[src/rtl/sram_ctrl_pkg.sv]
package sram_ctrl_pkg;

  typedef enum logic [2:0] {
    ST_IDLE,
    ST_TURN,
    ST_WSETUP,
    ST_WPULSE,
    ST_WHOLD,
    ST_RACC,
    ST_RREC
  } seq_state_e;

  function automatic int unsigned max2(input int unsigned a, input int unsigned b);
    return (a > b) ? a : b;
  endfunction

endpackage

[src/rtl/sram_phase_timer.sv]
module sram_phase_timer #(
  parameter int CNT_W = 4
) (
  input  logic             clk_i,
  input  logic             rst_ni,
  input  logic             load_i,
  input  logic [CNT_W-1:0] load_val_i,
  output logic             done_o
);

  logic [CNT_W-1:0] cnt_q;

  always_ff @(posedge clk_i or negedge rst_ni) begin
    if (!rst_ni)            cnt_q <= '0;
    else if (load_i)        cnt_q <= load_val_i;
    else if (cnt_q != '0)   cnt_q <= cnt_q - 1'b1;
  end

  assign done_o = (cnt_q == '0);

  // phase length is counted down one per cycle, never wraps
  a_r4_timer_steps: assert property (@(posedge clk_i) disable iff (!rst_ni)
    (!load_i && cnt_q != '0) |=> (cnt_q == $past(cnt_q) - 1'b1));
  a_r4_timer_holds_zero: assert property (@(posedge clk_i) disable iff (!rst_ni)
    (!load_i && cnt_q == '0) |=> (cnt_q == '0));

endmodule

[src/rtl/sram_seq_fsm.sv]
module sram_seq_fsm
  import sram_ctrl_pkg::*;
#(
  parameter int T_ASU  = 1,
  parameter int T_WP   = 2,
  parameter int T_DS   = 2,
  parameter int T_AW   = 3,
  parameter int T_HOLD = 1,
  parameter int T_ACC  = 2,
  parameter int T_RC   = 3,
  parameter int T_TURN = 1
) (
  input  logic clk_i,
  input  logic rst_ni,
  input  logic start_i,
  input  logic we_i,
  output logic idle_o,
  output logic cap_o,
  output logic ce_act_o,
  output logic we_act_o,
  output logic oe_act_o,
  output logic lane_act_o,
  output logic drive_o
);

  localparam int AW_REM = (T_AW > T_ASU) ? (T_AW - T_ASU) : 1;
  localparam int PULSE  = int'(max2(max2(T_WP, T_DS), AW_REM));
  localparam int REC    = (T_RC > T_ACC + 1) ? (T_RC - T_ACC - 1) : 0;
  localparam bit HAS_REC = (REC > 0);
  localparam int MAXLEN = int'(max2(max2(max2(T_ASU, PULSE), max2(T_HOLD, T_ACC)),
                                    max2(REC, T_TURN)));
  localparam int CNT_W  = (MAXLEN < 2) ? 1 : $clog2(MAXLEN);

  seq_state_e state_q, state_d;
  logic tmr_done, tmr_load;
  logic [CNT_W-1:0] tmr_val;
  logic turn_pend_q;
  logic ce_q, we_q, oe_q, lane_q, drv_q;
  logic after_rd;

  function automatic logic [CNT_W-1:0] len_m1(input seq_state_e s);
    case (s)
      ST_TURN:   return CNT_W'(T_TURN - 1);
      ST_WSETUP: return CNT_W'(T_ASU - 1);
      ST_WPULSE: return CNT_W'(PULSE - 1);
      ST_WHOLD:  return CNT_W'(T_HOLD - 1);
      ST_RACC:   return CNT_W'(T_ACC - 1);
      ST_RREC:   return CNT_W'(HAS_REC ? REC - 1 : 0);
      default:   return '0;
    endcase
  endfunction

  generate
    if (HAS_REC) begin : g_rec
      assign after_rd = 1'b1;
    end else begin : g_norec
      assign after_rd = 1'b0;
    end
  endgenerate

  always_comb begin
    state_d = state_q;
    case (state_q)
      ST_IDLE:   if (start_i) state_d = we_i ? (turn_pend_q ? ST_TURN : ST_WSETUP) : ST_RACC;
      ST_TURN:   if (tmr_done) state_d = ST_WSETUP;
      ST_WSETUP: if (tmr_done) state_d = ST_WPULSE;
      ST_WPULSE: if (tmr_done) state_d = ST_WHOLD;
      ST_WHOLD:  if (tmr_done) state_d = ST_IDLE;
      ST_RACC:   if (tmr_done) state_d = after_rd ? ST_RREC : ST_IDLE;
      ST_RREC:   if (tmr_done) state_d = ST_IDLE;
      default:   state_d = ST_IDLE;
    endcase
  end

  assign tmr_load = (state_d != state_q);
  assign tmr_val  = len_m1(state_d);

  sram_phase_timer #(.CNT_W(CNT_W)) u_timer (
    .clk_i      (clk_i),
    .rst_ni     (rst_ni),
    .load_i     (tmr_load),
    .load_val_i (tmr_val),
    .done_o     (tmr_done)
  );

  always_ff @(posedge clk_i or negedge rst_ni) begin
    if (!rst_ni) begin
      state_q     <= ST_IDLE;
      turn_pend_q <= 1'b0;
      ce_q        <= 1'b0;
      we_q        <= 1'b0;
      oe_q        <= 1'b0;
      lane_q      <= 1'b0;
      drv_q       <= 1'b0;
    end else begin
      state_q <= state_d;
      if (state_q == ST_RACC && tmr_done) turn_pend_q <= 1'b1;
      else if (state_q == ST_TURN)        turn_pend_q <= 1'b0;
      // strobes registered from next state: glitch-free pins
      ce_q   <= state_d inside {ST_WSETUP, ST_WPULSE, ST_WHOLD, ST_RACC};
      lane_q <= state_d inside {ST_WSETUP, ST_WPULSE, ST_WHOLD, ST_RACC};
      we_q   <= (state_d == ST_WPULSE);
      oe_q   <= (state_d == ST_RACC);
      drv_q  <= state_d inside {ST_WSETUP, ST_WPULSE, ST_WHOLD};
    end
  end

  assign idle_o     = (state_q == ST_IDLE);
  assign cap_o      = (state_q == ST_RACC) && tmr_done;
  assign ce_act_o   = ce_q;
  assign we_act_o   = we_q;
  assign oe_act_o   = oe_q;
  assign lane_act_o = lane_q;
  assign drive_o    = drv_q;

  a_r2_we_oe_excl: assert property (@(posedge clk_i) disable iff (!rst_ni)
    !(we_q && oe_q));
  a_r2_drive_no_oe: assert property (@(posedge clk_i) disable iff (!rst_ni)
    drv_q |-> (!oe_q && ce_q));
  a_r3_ce_before_we: assert property (@(posedge clk_i) disable iff (!rst_ni)
    $rose(we_q) |-> $past(ce_q));
  a_r5_ce_after_we: assert property (@(posedge clk_i) disable iff (!rst_ni)
    $fell(we_q) |-> ce_q);
  a_r9_no_drive_after_oe: assert property (@(posedge clk_i) disable iff (!rst_ni)
    $rose(drv_q) |-> !$past(oe_q));
  a_r6_cap_in_read: assert property (@(posedge clk_i) disable iff (!rst_ni)
    cap_o |-> (oe_q && !we_q));

endmodule

[src/rtl/sram_lane_io.sv]
module sram_lane_io #(
  parameter int DATA_W = 16,
  parameter int LANES  = DATA_W / 8
) (
  input  logic              clk_i,
  input  logic              rst_ni,
  input  logic              lane_act_i,
  input  logic [LANES-1:0]  mask_i,
  input  logic              cap_i,
  input  logic [DATA_W-1:0] dq_i,
  output logic [LANES-1:0]  ben_no,
  output logic [DATA_W-1:0] rdata_o,
  output logic              rvalid_o
);

  logic [DATA_W-1:0] rdata_q;
  logic              rvalid_q;

  for (genvar l = 0; l < LANES; l++) begin : g_lane
    assign ben_no[l] = ~(lane_act_i & mask_i[l]);

    always_ff @(posedge clk_i or negedge rst_ni) begin
      if (!rst_ni)    rdata_q[l*8 +: 8] <= '0;
      else if (cap_i) rdata_q[l*8 +: 8] <= mask_i[l] ? dq_i[l*8 +: 8] : 8'h00;
    end

    a_r7_lane_zero: assert property (@(posedge clk_i) disable iff (!rst_ni)
      (rvalid_q && !mask_i[l]) |-> (rdata_q[l*8 +: 8] == 8'h00));
  end

  always_ff @(posedge clk_i or negedge rst_ni) begin
    if (!rst_ni) rvalid_q <= 1'b0;
    else         rvalid_q <= cap_i;
  end

  assign rdata_o  = rdata_q;
  assign rvalid_o = rvalid_q;

  a_r7_single_pulse: assert property (@(posedge clk_i) disable iff (!rst_ni)
    rvalid_q |=> !rvalid_q);

endmodule

[src/rtl/sram_strobe_ctrl.sv]
module sram_strobe_ctrl #(
  parameter int ADDR_W = 20,
  parameter int DATA_W = 16,
  parameter int T_ASU  = 1,
  parameter int T_WP   = 2,
  parameter int T_DS   = 2,
  parameter int T_AW   = 3,
  parameter int T_HOLD = 1,
  parameter int T_ACC  = 2,
  parameter int T_RC   = 3,
  parameter int T_TURN = 1,
  localparam int LANES = DATA_W / 8
) (
  input  logic              clk_i,
  input  logic              rst_ni,
  input  logic              req_valid_i,
  output logic              req_ready_o,
  input  logic              req_we_i,
  input  logic [ADDR_W-1:0] req_addr_i,
  input  logic [DATA_W-1:0] req_wdata_i,
  input  logic [LANES-1:0]  req_ben_i,
  output logic              rsp_valid_o,
  output logic [DATA_W-1:0] rsp_rdata_o,
  output logic [ADDR_W-1:0] sram_addr_o,
  output logic              sram_ce1_no,
  output logic              sram_ce2_o,
  output logic              sram_we_no,
  output logic              sram_oe_no,
  output logic [LANES-1:0]  sram_ben_no,
  output logic [DATA_W-1:0] sram_dq_o,
  output logic              sram_dq_oe_o,
  input  logic [DATA_W-1:0] sram_dq_i
);

  logic              idle, start, cap;
  logic              ce_act, we_act, oe_act, lane_act, drive;
  logic [ADDR_W-1:0] addr_q;
  logic [DATA_W-1:0] wdata_q;
  logic [LANES-1:0]  mask_q;

  assign start = req_valid_i && idle;

  always_ff @(posedge clk_i or negedge rst_ni) begin
    if (!rst_ni) begin
      addr_q  <= '0;
      wdata_q <= '0;
      mask_q  <= '0;
    end else if (start) begin
      addr_q  <= req_addr_i;
      wdata_q <= req_wdata_i;
      mask_q  <= req_ben_i;
    end
  end

  sram_seq_fsm #(
    .T_ASU (T_ASU), .T_WP (T_WP), .T_DS (T_DS), .T_AW (T_AW),
    .T_HOLD(T_HOLD), .T_ACC(T_ACC), .T_RC(T_RC), .T_TURN(T_TURN)
  ) u_fsm (
    .clk_i      (clk_i),
    .rst_ni     (rst_ni),
    .start_i    (start),
    .we_i       (req_we_i),
    .idle_o     (idle),
    .cap_o      (cap),
    .ce_act_o   (ce_act),
    .we_act_o   (we_act),
    .oe_act_o   (oe_act),
    .lane_act_o (lane_act),
    .drive_o    (drive)
  );

  sram_lane_io #(.DATA_W(DATA_W), .LANES(LANES)) u_lanes (
    .clk_i      (clk_i),
    .rst_ni     (rst_ni),
    .lane_act_i (lane_act),
    .mask_i     (mask_q),
    .cap_i      (cap),
    .dq_i       (sram_dq_i),
    .ben_no     (sram_ben_no),
    .rdata_o    (rsp_rdata_o),
    .rvalid_o   (rsp_valid_o)
  );

  assign req_ready_o  = idle;
  assign sram_addr_o  = addr_q;
  assign sram_dq_o    = wdata_q;
  assign sram_dq_oe_o = drive;
  assign sram_ce1_no  = ~ce_act;
  assign sram_ce2_o   = ce_act;
  assign sram_we_no   = ~we_act;
  assign sram_oe_no   = ~oe_act;

  a_r5_addr_stable_while_ce: assert property (@(posedge clk_i) disable iff (!rst_ni)
    (!sram_ce1_no && $past(!sram_ce1_no)) |-> $stable(sram_addr_o));
  a_r5_data_stable_while_drive: assert property (@(posedge clk_i) disable iff (!rst_ni)
    (sram_dq_oe_o && $past(sram_dq_oe_o)) |-> $stable(sram_dq_o));
  a_r10_ready_means_deselected: assert property (@(posedge clk_i) disable iff (!rst_ni)
    req_ready_o |-> (sram_ce1_no && !sram_dq_oe_o));
  a_r10_busy_after_accept: assert property (@(posedge clk_i) disable iff (!rst_ni)
    (req_valid_i && req_ready_o) |=> !req_ready_o);

endmodule

[config.mk]
export PLATFORM = sky130hd
export DESIGN_NAME = sram_strobe_ctrl
export DESIGN_NICKNAME = d
export VERILOG_FILES = /design/src/rtl/sram_ctrl_pkg.sv /design/src/rtl/sram_phase_timer.sv /design/src/rtl/sram_seq_fsm.sv /design/src/rtl/sram_lane_io.sv /design/src/rtl/sram_strobe_ctrl.sv
export SDC_FILE = /design/constraint.sdc
export NUM_CORES = 1
export LEC_CHECK = 0
export ABC_AREA = 0
export CORE_ASPECT_RATIO = 0.75
export CORE_MARGIN = 2
export CORE_UTILIZATION = 23
export CTS_CLUSTER_DIAMETER = 60
export DETAILED_ROUTE_END_ITERATION = 6
export GPL_TIMING_DRIVEN = 0
export SYNTH_ARGS = -nofsm -noshare
export SYNTH_HDL_FRONTEND = slang
export SYNTH_SLANG_ARGS = --single-unit
[constraint.sdc]
create_clock -name clk_i -period 1.8 [get_ports clk_i]
set_input_delay 0.18 -clock clk_i [delete_from_list [all_inputs] [get_ports clk_i]]
set_output_delay 0.18 -clock clk_i [all_outputs]
set_load 0.03 [all_outputs]
Word level (Yosys, flattened, before mapping)
Index checks and enable logic that the tools add are counted.
- register bits after elaboration: 64
- bits in latches: 0
- memory bits (writable): 0
- bits in read-only memories: 0
- output and inout port bits: 61
- logic and storage cells: 56
- memories kept: 0
- $add $sub $neg: 1
- multipliers: 0
- divide/modulo/power cells: 0
- $lt $le $gt $ge: 0
- equal/unequal tests: 11
- shift-type cells: 0
- muxes and demuxes: 15
- bitwise gates (word level): 8
- reduce and logical (&&, ||, !) cells: 8
- operators by type and width (kind ; count):
    two-way mux 3 bit ; 6
    two-way mux 8 bit ; 2
    == test 3 bit, second input constant ; 5
    one-hot mux 3 bit (5 select lines) ; 1
    == test 3 x 2 -> 1 bit, second input constant ; 4
    inverter 1 bit ; 6
    two-way mux 1 bit ; 5
    nonzero test 4 bit ; 1
    == test 3 x 1 -> 1 bit, second input constant ; 1
    zero test 3 bit ; 1
    != test 3 bit ; 1
    nonzero test 3 bit ; 1
    OR reduction 3 bit ; 1
    bitwise AND 1 bit ; 2
    logical AND 1 bit ; 2
    two-way mux 2 bit ; 1
    nonzero test 2 bit ; 1
    OR reduction 2 bit ; 1
    subtractor 1 bit, second input constant ; 1

Longest topological paths before layout
- depth in word-level cells: 8
- depth in mapped cells: 5

Hierarchy
Synthesis repeated with hierarchy kept, for this count alone.
- cells, all modules: 216
- area, all modules: 2738.9 sq um
- modules (own cells, without submodules) (module ; instances ; cells an instance ; area an instance (sq um) ; seq. area each (sq um)):
    sram_strobe_ctrl ; 1 ; 85 ; 1463.9 ; 950.9
    sram_lane_io ; 1 ; 72 ; 683.2 ; 425.4
    sram_seq_fsm ; 1 ; 56 ; 556.8 ; 200.2
    sram_phase_timer ; 1 ; 3 ; 35.0 ; 25.0

Worst setup path before layout
OpenSTA, ideal clock, no wires.
- path kind: flip-flop to output port
- from: register u_fsm.state_q[0]
- to: output req_ready_o
- arrival time: 1413 ps
- data required time: 1620 ps
- slack: 207 ps
- stages on the path, launching flop included: 4
- buffers on the path: 2
- cell sequence: dfrtp_1 > buf_2 > buf_1 > nor3_1
- longest elaborated chain between the ends: 1
- ends and longest elaborated chain (item ; line ; source):
    start: declaration ; sram_seq_fsm.sv:34 ; seq_state_e state_q, state_d;
    start signal: assignment ; sram_seq_fsm.sv:96 ; state_q <= state_d;
    zero test 3 bit ; sram_seq_fsm.sv:108 ; assign idle_o = (state_q == ST_IDLE);
    end: declaration ; sram_strobe_ctrl.sv:17 ; output logic req_ready_o,
Every way passes these cells.

Final worst setup path
Same ends and word-level chain as after synthesis.

==> results.toml <==
[worst_setup_path]
crit_path_end_kind = "output port"
cp-start-kind = "flop"
critPathRequiredTime_ns = 1.62
slowest_stage = "dfrtp_1"
critical_path_arrival_ns = 1.51
critical_path.max_fanout = 10
path_buf_inv = 3
criticalPathCategory = "flop to output port"
path_delay_family = "buffers and inverters"
max_stage_delay_ns = 0.35
worstPathCellList = "buf_2 -> clkbuf_2 -> nor3_1 -> buf_4"

[drt]
wl_per_cell_microns = 14.0
drc = 0
dr_total_vias = 2081
wirelength_mm = 6.70
vias_per_cell = 4.34
postRouteAntennaNets = 0
first_pass_iters = 4
drt_iter0_drc = 81

[power]
leakage_nw = 1.79
power_density_nw_per_um2 = 2050
ir_drop_v = 0.000869

[sta]
slew_headroom_pct = 45.0
tns_ns = 0
maxSlewViolCount = 0
tightest_slew_ns = 0.826
hold_violations = 0
fmax_mhz = 591
skew_ns = 0.00382
setup_violations = 0
period_share_pct = 94.0
grt_setup_unrepaired = "no"
final.min_clock_period_ns = 1.69

[grt]
grt_start_max_net_pins = 65
antenna_found_initial = 0
first_global_vias = 2203
grt-ovfl-total = 0
track_usage_pct = 11.9
grt_pass1_wl_mm = 11.1

[placed_design]
dp.cells = 465
hpwl_mm = 4.81
port-buffer-count = 118
place_congestion = 0.766

[synthesis]
ys_ff_latch = 64
synth-edff-count = 0
yosysSeqAreaShare_pct = 61.8
syn_avg_cell_area_sq_um = 12.5
syn_inst = 207
syn-num-nets = 265
ys.flop_type = "dfrtp_1"
yosysWarnings = 0
ys_async_sr_fraction_pct = 100
ys_types = 30
syn-cell-area_sq_um = 2590

[clock_network]
htree_num_levels = 3
clk_latency_ns = 0.32
cts_tree = "done"
ctsRootBufferMaster = "clkbuf_16"
clk_path_buf_depth = 2
cts-buffers-inserted = 9
clkTransAtPathRegs_ns = 0.05
clock-sinks = 64

[finish]
syn_to_final_growth_pct = 64.7
layout.nets = 394
finalNonFillerCells = 480
final_layout_size_suffix_gt1_share_pct = 20.0
antenna_cells = 0

[floorplan]
die_w_microns = 127
fp.dieH_microns = 95.9
ios = 119
rows = 33
core_sq_um = 10900
die_area_sq_um = 12100
initial_core_util_pct = 23.7

[hold_path]
hp-class = "primary input to flop"

[flow_run]
cap_viol_max_count = 0

[run_status]
status = "finished, final reports clean"
-- state kept, by name, indices dropped and copies added, names as in the netlist --
name                 flops
sram_addr_o             20
sram_dq_o               16
u_lanes.rdata_o         16
u_fsm.state_q            3
mask_q                   2
u_fsm.ce_act_o           1
u_fsm.drive_o            1
u_fsm.oe_act_o           1
u_fsm.turn_pend_q        1
u_fsm.u_timer.cnt_q      1
u_fsm.we_act_o           1
u_lanes.rvalid_o         1
-- metrics by stage --
stage / power, mW / hold WS, ns / worst slack, ns / instance area, sq um / utilization (%)
detailed placement: 7.07 / 0.343 / -0.134 / 3940 / 36.0
finish: 8.75 / 0.408 / 0.108 / 4270 / 39.0
CTS: 8.87 / 0.393 / 0.0204 / 4250 / 38.8
floorplan: 5.18 / -0.116 / 0.207 / 2590 / -
global route: 9.28 / 0.419 / 0.00759 / 4270 / 39.0
global placement: 6.98 / 0.467 / -1.74 / 3950 / 36.1
-- worst paths after layout --
check,start,end,slack [ns],depth (start not counted)
worst max-delay path,u_fsm.state_q[0],req_ready_o,0.11,4
min in group asynchronous,rst_ni,sram_dq_o[12],0.50,2
max in group asynchronous,rst_ni,u_fsm.turn_pend_q,0.75,2
worst max register to register,u_fsm.state_q[0],sram_addr_o[1],0.14,4
worst min register to register,u_lanes.rdata_o[15],u_lanes.rdata_o[15],0.48,2
worst min-delay path,sram_dq_i[10],u_lanes.rdata_o[10],0.41,3
-- layout by cell type (no fill, tap or decap), types with 3 or more instances in the layout --
cell / synthesis / routed
clkdlybuf4s50_1: 0 / 114
dfrtp_1: 64 / 64
mux2_2: 38 / 38
nand2_1: 36 / 36
o21ai_0: 16 / 16
clkbuf_16: 0 / 9
inv_1: 7 / 7
clkbuf_1: 8 / 4
buf_4: 0 / 4
buf_2: 3 / 3
nand3_1: 3 / 3
nor3b_1: 3 / 3
nor4_1: 3 / 3
a21oi_1: 3 / 3
clkbuf_8: 0 / 3
-- routing by layer --
layer | GRT usage, % | vias up | share of wire (%)
met5 | 0 | - | 0
met4 | 2.84 | 0 | 0.84
met3 | 5.50 | 5 | 8.1
met2 | 18.9 | 70 | 46
met1 | 14.8 | 1039 | 45
li1 | - | 967 | -
-- Yosys cell counts (all sizes together), types with 2 or more instances --
cell | count | area (sq um)
nand3 | 4 | 32.5
nand2b | 2 | 12.5
buf | 6 | 41.3
nor4 | 3 | 18.8
nor2 | 2 | 7.51
clkbuf | 8 | 30.0
a21oi | 3 | 15.0
dfrtp | 64 | 1600
inv | 7 | 26.3
nor2b | 2 | 12.5
nor3b | 3 | 22.5
nand2 | 36 | 135
o21ai | 16 | 80.1
mux2 | 38 | 428
-- cell type report --
cell class	count	area [sq um]
fillers	1051	6680
multi-input cells	122	896
plain buffers	11	62.6
repair buffers	121	1200
flip-flops and latches	64	1600
well taps	140	175
clock inverters	3	40.0
clock buffers	12	267
inverters	7	26.3
-- cell families (layout without fill, tap and decap cells) --
logic type	Yosys count	count (layout)	synth area share, %
AO/OA/AOI/OAI	27	27	6.38
adder cells (fa/ha/maj)	1	1	0.386
buffers and inverters	21	154	3.77
flip-flops	64	64	61.8
multiplexers	38	38	16.5
AND/OR/NAND/NOR	56	56	11.1
-- where the power goes --
group	switching, mW	internal (mW)
Combinational	2.38	2.00
Sequential	0.448	2.15
Clock	0.600	1.17
-- what timing repair did --
item / in CTS / in global routing
endpoints found under the setup margin: 3 / 28
hold buffers: 1 / 0
gates resized for setup: 10 / 2
pin swaps: 0 / 1
buffers inserted: 0 / 2
gates cloned: 0 / 0
hold endpoints to repair: 60 / 0
-- tightest hold or removal path: cells and delay by family --
family	cells	cell delay, ns
compound gates	1	0.06
simple gates	1	0.06
buf+inv	1	0.39
Power figures use the tool's default switching activity.
